--- src/rtl/phdly_pkg.sv ---
package phdly_pkg;

  localparam int DEG_W = 9;

  typedef struct packed {
    logic restart;
    logic timedOut;
  } phCtl_t;

  function automatic logic [DEG_W-1:0] stepToDeg(input int unsigned setting,
                                                 input int unsigned stepW);
    int unsigned prod;
    prod = setting * 360;
    return DEG_W'(prod >> stepW);
  endfunction

endpackage

--- src/rtl/phdly_ctrl.sv ---
module phdly_ctrl
  import phdly_pkg::*;
#(
  parameter int TIMEOUT_STEPS = 128,
  localparam int CNT_W = $clog2(TIMEOUT_STEPS + 1)
) (
  input  logic             clk,
  input  logic             rstN,
  input  logic             periodStart,
  output phCtl_t           ctl,
  output logic [CNT_W-1:0] curStep,
  output logic             errFlag
);

  localparam logic [CNT_W-1:0] LIMIT = CNT_W'(TIMEOUT_STEPS);

  logic [CNT_W-1:0] stepCnt;

  // position of the current cycle within the reference period, saturating
  always_comb begin
    if (periodStart) begin
      curStep = '0;
    end else if (stepCnt >= LIMIT) begin
      curStep = LIMIT;
    end else begin
      curStep = stepCnt + 1'b1;
    end
    ctl.restart  = periodStart;
    ctl.timedOut = (curStep == LIMIT);
  end

  // reset lands in the saturated state: no reference seen yet
  always_ff @(posedge clk) begin
    if (!rstN) begin
      stepCnt <= LIMIT;
      errFlag <= 1'b0;
    end else begin
      stepCnt <= curStep;
      errFlag <= ctl.timedOut;
    end
  end

endmodule

--- src/rtl/phdly_lane.sv ---
module phdly_lane
  import phdly_pkg::*;
#(
  parameter int STEP_W = 6,
  parameter int CNT_W  = 8
) (
  input  logic              clk,
  input  logic              rstN,
  input  phCtl_t            ctl,
  input  logic [CNT_W-1:0]  curStep,
  input  logic              load,
  input  logic [STEP_W-1:0] setting,
  output logic              pulseMain,
  output logic              pulseHalf,
  output logic [DEG_W-1:0]  phaseDeg
);

  localparam logic [STEP_W-1:0] HALF = {1'b1, {(STEP_W-1){1'b0}}};

  logic [STEP_W-1:0] pendingSet;
  logic [STEP_W-1:0] activeSet;
  logic [STEP_W-1:0] nextAct;
  logic [STEP_W-1:0] halfAct;
  logic              hitMain;
  logic              hitHalf;

  always_comb begin
    nextAct = ctl.restart ? pendingSet : activeSet;
    halfAct = nextAct + HALF;  // wraps modulo the period
    hitMain = (curStep == CNT_W'(nextAct)) && !ctl.timedOut;
    hitHalf = (curStep == CNT_W'(halfAct)) && !ctl.timedOut;
  end

  always_ff @(posedge clk) begin
    if (!rstN) begin
      pendingSet <= '0;
      activeSet  <= '0;
      pulseMain  <= 1'b0;
      pulseHalf  <= 1'b0;
      phaseDeg   <= '0;
    end else begin
      if (load) begin
        pendingSet <= setting;
      end
      activeSet <= nextAct;
      pulseMain <= hitMain;
      pulseHalf <= hitHalf;
      phaseDeg  <= stepToDeg(int'(nextAct), STEP_W);
    end
  end

endmodule

--- src/rtl/phase_delay_ctrl.sv ---
module phase_delay_ctrl
  import phdly_pkg::*;
#(
  parameter int NUM_CH        = 2,
  parameter int STEP_W        = 6,
  parameter int TIMEOUT_STEPS = 128
) (
  input  logic                     clk,
  input  logic                     rstN,
  input  logic                     periodStart,
  input  logic [NUM_CH-1:0]        phaseLoad,
  input  logic [NUM_CH*STEP_W-1:0] phaseSetting,
  output logic [2*NUM_CH-1:0]      pulseOut,
  output logic [NUM_CH*DEG_W-1:0]  phaseDeg,
  output logic                     errFlag
);

  localparam int CNT_W = $clog2(TIMEOUT_STEPS + 1);

  phCtl_t           ctl;
  logic [CNT_W-1:0] curStep;

  phdly_ctrl #(.TIMEOUT_STEPS(TIMEOUT_STEPS)) u_ctrl (
    .clk        (clk),
    .rstN       (rstN),
    .periodStart(periodStart),
    .ctl        (ctl),
    .curStep    (curStep),
    .errFlag    (errFlag)
  );

  for (genvar ch = 0; ch < NUM_CH; ch++) begin : g_lane
    phdly_lane #(.STEP_W(STEP_W), .CNT_W(CNT_W)) u_lane (
      .clk      (clk),
      .rstN     (rstN),
      .ctl      (ctl),
      .curStep  (curStep),
      .load     (phaseLoad[ch]),
      .setting  (phaseSetting[ch*STEP_W +: STEP_W]),
      .pulseMain(pulseOut[2*ch]),
      .pulseHalf(pulseOut[2*ch+1]),
      .phaseDeg (phaseDeg[ch*DEG_W +: DEG_W])
    );
  end

endmodule

--- config.mk ---
export PLATFORM = sky130hd
export DESIGN_NAME = phase_delay_ctrl
export DESIGN_NICKNAME = d
export VERILOG_FILES = /design/src/rtl/phdly_pkg.sv /design/src/rtl/phdly_ctrl.sv /design/src/rtl/phdly_lane.sv /design/src/rtl/phase_delay_ctrl.sv
export SDC_FILE = /design/constraint.sdc
export NUM_CORES = 1
export LEC_CHECK = 0
export ABC_CLOCK_PERIOD_IN_PS = 10900
export BUFFER_PORTS_ARGS = -buffer_cell sky130_fd_sc_hd__buf_4
export CAP_MARGIN = 10
export CORE_MARGIN = 2
export CORE_UTILIZATION = 62
export CTS_CLUSTER_SIZE = 12
export DETAILED_ROUTE_END_ITERATION = 12
export GPL_TIMING_DRIVEN = 0
export PLACE_DENSITY = 0.84
export SETUP_SLACK_MARGIN = 0.02
export SLEW_MARGIN = 20
export SYNTH_ARGS = -nofsm -noshare
export SYNTH_HDL_FRONTEND = slang
export SYNTH_SLANG_ARGS = --single-unit
--- constraint.sdc ---
create_clock -name clk -period 10.9 [get_ports clk]
set_input_delay 1.635 -clock clk [delete_from_list [all_inputs] [get_ports clk]]
set_output_delay 1.635 -clock clk [all_outputs]
set_load 0.01 [all_outputs]
After elaboration in Yosys (flattened, before gate mapping) --
Cells that the tools add are included.
Operators by class: $add $sub $neg 3, multipliers 2, div/mod/pow operators 0, magnitude comparators 1, eq/ne operators 5, shift-type cells 0, muxes and demuxes 4, bitwise operators 0, reduce and logical (&&, ||, !) cells 5
Operators with widths (count):
- equality test 8 x 6 -> 1 bit | 4
- multiplier 6 x 6 -> 12 bit (second input constant) | 2
- two-way mux 8 bit | 2
- adder 6 bit (second input constant) | 2
- two-way mux 6 bit | 2
- adder 8 x 1 -> 8 bit (second input constant) | 1
- equality test 8 bit (second input constant) | 1
- >= comparator 8 bit (second input constant) | 1
- logical AND 1 bit | 4
- zero test 1 bit | 1
Word-level totals: flip-flop bits (word level) 55, bits in latches 0, bits in writable memories 0, bits in read-only memories 0, bits of input ports 17, output and inout bits 23, word-level logic and storage cells 32, memories kept 0

Longest topological paths before layout --
depth in word-level cells 6, mapped depth 16, depth with buffers taken out 15

Hierarchy --
A second synthesis with hierarchy kept.
Second synthesis, totals: cell total of the unflattened synthesis 350, area total of the unflattened synthesis 3398.3 um2
By module, submodules not included:
- phdly_lane (g_lane[1].u_lane) | times used 1, cells each 147, area an instance 1492.7 um2, sequential area each 460.4 um2
- phdly_lane (g_lane[0].u_lane) | times used 1, cells each 147, area an instance 1441.4 um2, sequential area each 460.4 um2
- phdly_ctrl | times used 1, cells each 56, area an instance 464.2 um2, sequential area each 180.2 um2

Worst setup path after synthesis --
OpenSTA, ideal clock, no wires.
path type input to register, start input port periodStart, end register g_lane[0].u_lane.phaseDeg[7], library setup time 0.122 ns, data arrival time 4.725 ns, data required time 10.778 ns, slack 6.053 ns, stages on the path 15, buffers on the path 1, cells stage by stage buf_6 mux2i_1 inv_1 ha_1 ha_1 inv_1 fa_1 inv_1 ha_1 fa_1 a21oi_1 o21bai_1 a21oi_1 mux2i_1 a311o_1
Between the ends: longest elaborated chain between the ends 2
RTL lines:
- start: declaration | line phase_delay_ctrl.sv:10 | input logic periodStart,
- two-way mux 6 bit | line phdly_lane.sv:28 | nextAct = ctl.restart ? pendingSet : activeSet;
- multiplier 6 x 6 -> 12 bit | line phdly_pkg.sv:13 | prod = setting * 360;
- end signal: assignment | line phdly_lane.sv:48 | phaseDeg <= stepToDeg(int'(nextAct), STEP_W);
- end: declaration | line phdly_lane.sv:15 | output logic [DEG_W-1:0] phaseDeg
No other way between the ends. A chain may end at the register's enable or synchronous reset.

Worst setup path after layout --
Ends and elaborated chain as after synthesis.

==> reports/metrics.cfg <==
[status]
run_status=finished clean

[die]
rows=27
chipHeight_um=79.81
die_w_um=79.81
ioPinCount=40
dieArea_mm2=0.006370
core-area_mm2=0.005540
initial_utilization=0.6432

[final_layout]
diodes=0
nets=491
area_growth_pct=13.10
multi_input_area_mm2=0.002146
regArea_mm2=0.001101
fill_cells=414
final_util=0.7274
drive_above_1_share=0.1938
instances_no_fill=490
final_cell_area_mm2=0.004030

[power_and_ir_drop]
p_leak_nw=2.004
p_total_mw=0.4565
p_per_area_mw_per_mm2=113.3
vdd_drop_max_v=0.00005740

[routing]
totalWireLength_um=7288
ant_nets=0
vias_per_cell=5.557
num_vias=2723
drcViolationCount=0
wl_per_cell_um=14.87
drt_pass1_iterations=4
drt_first_iter_violations=123

[grt]
use_met1=0.3077
grt_pass1_vias=2673
antenna_found_initial=0
busiest_layer=met2
overflow=0
track_usage=0.2454
grt_start_max_net_pins=17
grt_pass1_wl_um=12160
grtUsageMet2=0.4277
grt_util_met3=0.03733

[logic_synthesis]
syn_nets=448
synth_top_cell_area_share=0.3090
ys_warn_count=0
synth_seq_cells=55
synth_common_cells=dfxtp_1 (55), inv_1 (51), ha_1 (44)
ys_seq_area_frac=0.3090
synth.most_common_cell=dfxtp_1
synth_flop_cell=dfxtp_1
avgSynthCellArea_um2=9.502
synth.distinct_cells=52
yosysTopAreaCell=dfxtp_1
synthTopCellsByArea=dfxtp_1 (31%), ha_1 (15%), fa_1 (6.7%), mux2i_1 (5.6%), inv_1 (5.4%)
async_flop_share=0
synth_edf_count=0
postSynthCellCount=375
synthesis.area_mm2=0.003563

[worst_setup_path]
worstSetupStartpointType=input port
crit_path_end_kind=register
cp.required_ns=11.10
path_max_fanout=10
criticalPathCategory=input port to register
arrival_ns=5.25

[job]
cap_violations=0

[cts]
cts_resized=0
postCtsSetupBuffers=0
cts_tree=done
cts-root-buf=clkbuf_8
numClockSinks=55
htreeDepth=2
clkTransAtPathRegs_ns=0.10
clock_latency_ns=0.31
ctsHoldBuffers=0
cts_buffers=5
cts_buffer_depth=2

[place]
dp_slack_ns=5.545
dpl.hpwl_um=5661
dp.cells=483
port_buffers=36
place_area_mm2=0.003924
gp_congestion=0.9070

[sta]
max_slew.worst_pin.slew_ns=0.6607
worst_slack_ns=5.854
finalCriticalPeriod_ns=5.046
hold_violations=0
relSlewSlack=0.5596
timing.final.crit_share=0.4629
fmax_mhz=198.2
tns_ns=0
grt_setup_unrepaired=no
finClkSkew_ns=0.004177
setup_violations=0
drv_slew=0
hold_ws_ns=0.5123

[hold_path]
hold_path.class=register to register

cells by family (layout without fill, tap and decap cells):
family / Yosys count / after routing / synth area share
xor+xnor: 14 / 14 / 0.03862
flops: 55 / 55 / 0.3090
buf+inv: 68 / 111 / 0.08883
mux: 32 / 32 / 0.09621
simple gates: 110 / 110 / 0.1671
compound gates: 40 / 40 / 0.07830
fa+ha+maj: 56 / 56 / 0.2219
registers in the layout (all words and copies together), names as in the netlist:
signal and count:
g_lane.u_lane.phaseDeg 18, g_lane.u_lane.activeSet 12, g_lane.u_lane.pendingSet 12, u_ctrl.stepCnt 8
g_lane.u_lane.pulseHalf 2, g_lane.u_lane.pulseMain 2, u_ctrl.errFlag 1
power breakdown:
group          switching (mW)  internal [mW]  leakage [nW]
Clock                  0.0665         0.0673        0.0502
Combinational          0.0554         0.0488          1.50
Sequential            0.00523          0.213         0.450
Total                   0.127          0.329          2.00
worst paths after layout:
path / from / endpoint / slack, ns / depth (start not counted)
setup / recovery: periodStart / g_lane[0].u_lane.phaseDeg[7]$_SDFF_PN0_ / 5.85 / 16
setup reg to reg: g_lane[0].u_lane.pendingSet[4]$_SDFFE_PN0P_ / g_lane[0].u_lane.phaseDeg[7]$_SDFF_PN0_ / 7.18 / 14
hold reg to reg: g_lane[0].u_lane.pendingSet[3]$_SDFFE_PN0P_ / g_lane[0].u_lane.pendingSet[3]$_SDFFE_PN0P_ / 0.51 / 2
hold / removal: g_lane[0].u_lane.pendingSet[3]$_SDFFE_PN0P_ / g_lane[0].u_lane.pendingSet[3]$_SDFFE_PN0P_ / 0.51 / 2
final cells by class:
class / count / share of cell area
clock buffer: 5 / 0.01708
sequential: 55 / 0.2732
timing repair buffer: 36 / 0.06706
inverter: 51 / 0.04750
tap: 72 / 0.02235
buffer: 17 / 0.03105
multi-input combinational: 252 / 0.5324
clock inverter: 2 / 0.009314
metal layers:
metal,share of wire,wire length [um]
met5,0,0
met4,0.020,148
met3,0.047,339
met2,0.51,3709
met1,0.42,3089
cell usage in the layout, fill, tap and decap left out, drive strengths merged, types with 3 or more instances in the layout:
cell type   n
nor3       10
nor4        5
o21ai       6
dfxtp      55
nor3b       6
nand4       3
nand2      13
a21o        3
ha         44
a21oi      10
mux2        9
nand3b      6
clkbuf     11
xnor2      13
a31oi       6
or3         4
nand3      11
buf        47
inv        51
mux2i      23
fa         12
nor2       34
and2       12
critical path, stage by stage:
cell	delay, ns
buf_4	0.10
buf_6	0.16
mux2i_1	0.37
inv_1	0.18
ha_1	0.36
ha_1	0.29
inv_1	0.05
fa_1	0.50
inv_1	0.04
ha_1	0.22
fa_1	0.42
a21oi_1	0.15
o21bai_1	0.12
a21oi_1	0.22
mux2i_1	0.10
a311o_1	0.33
No activity file was read; power rests on OpenSTA's default activity.
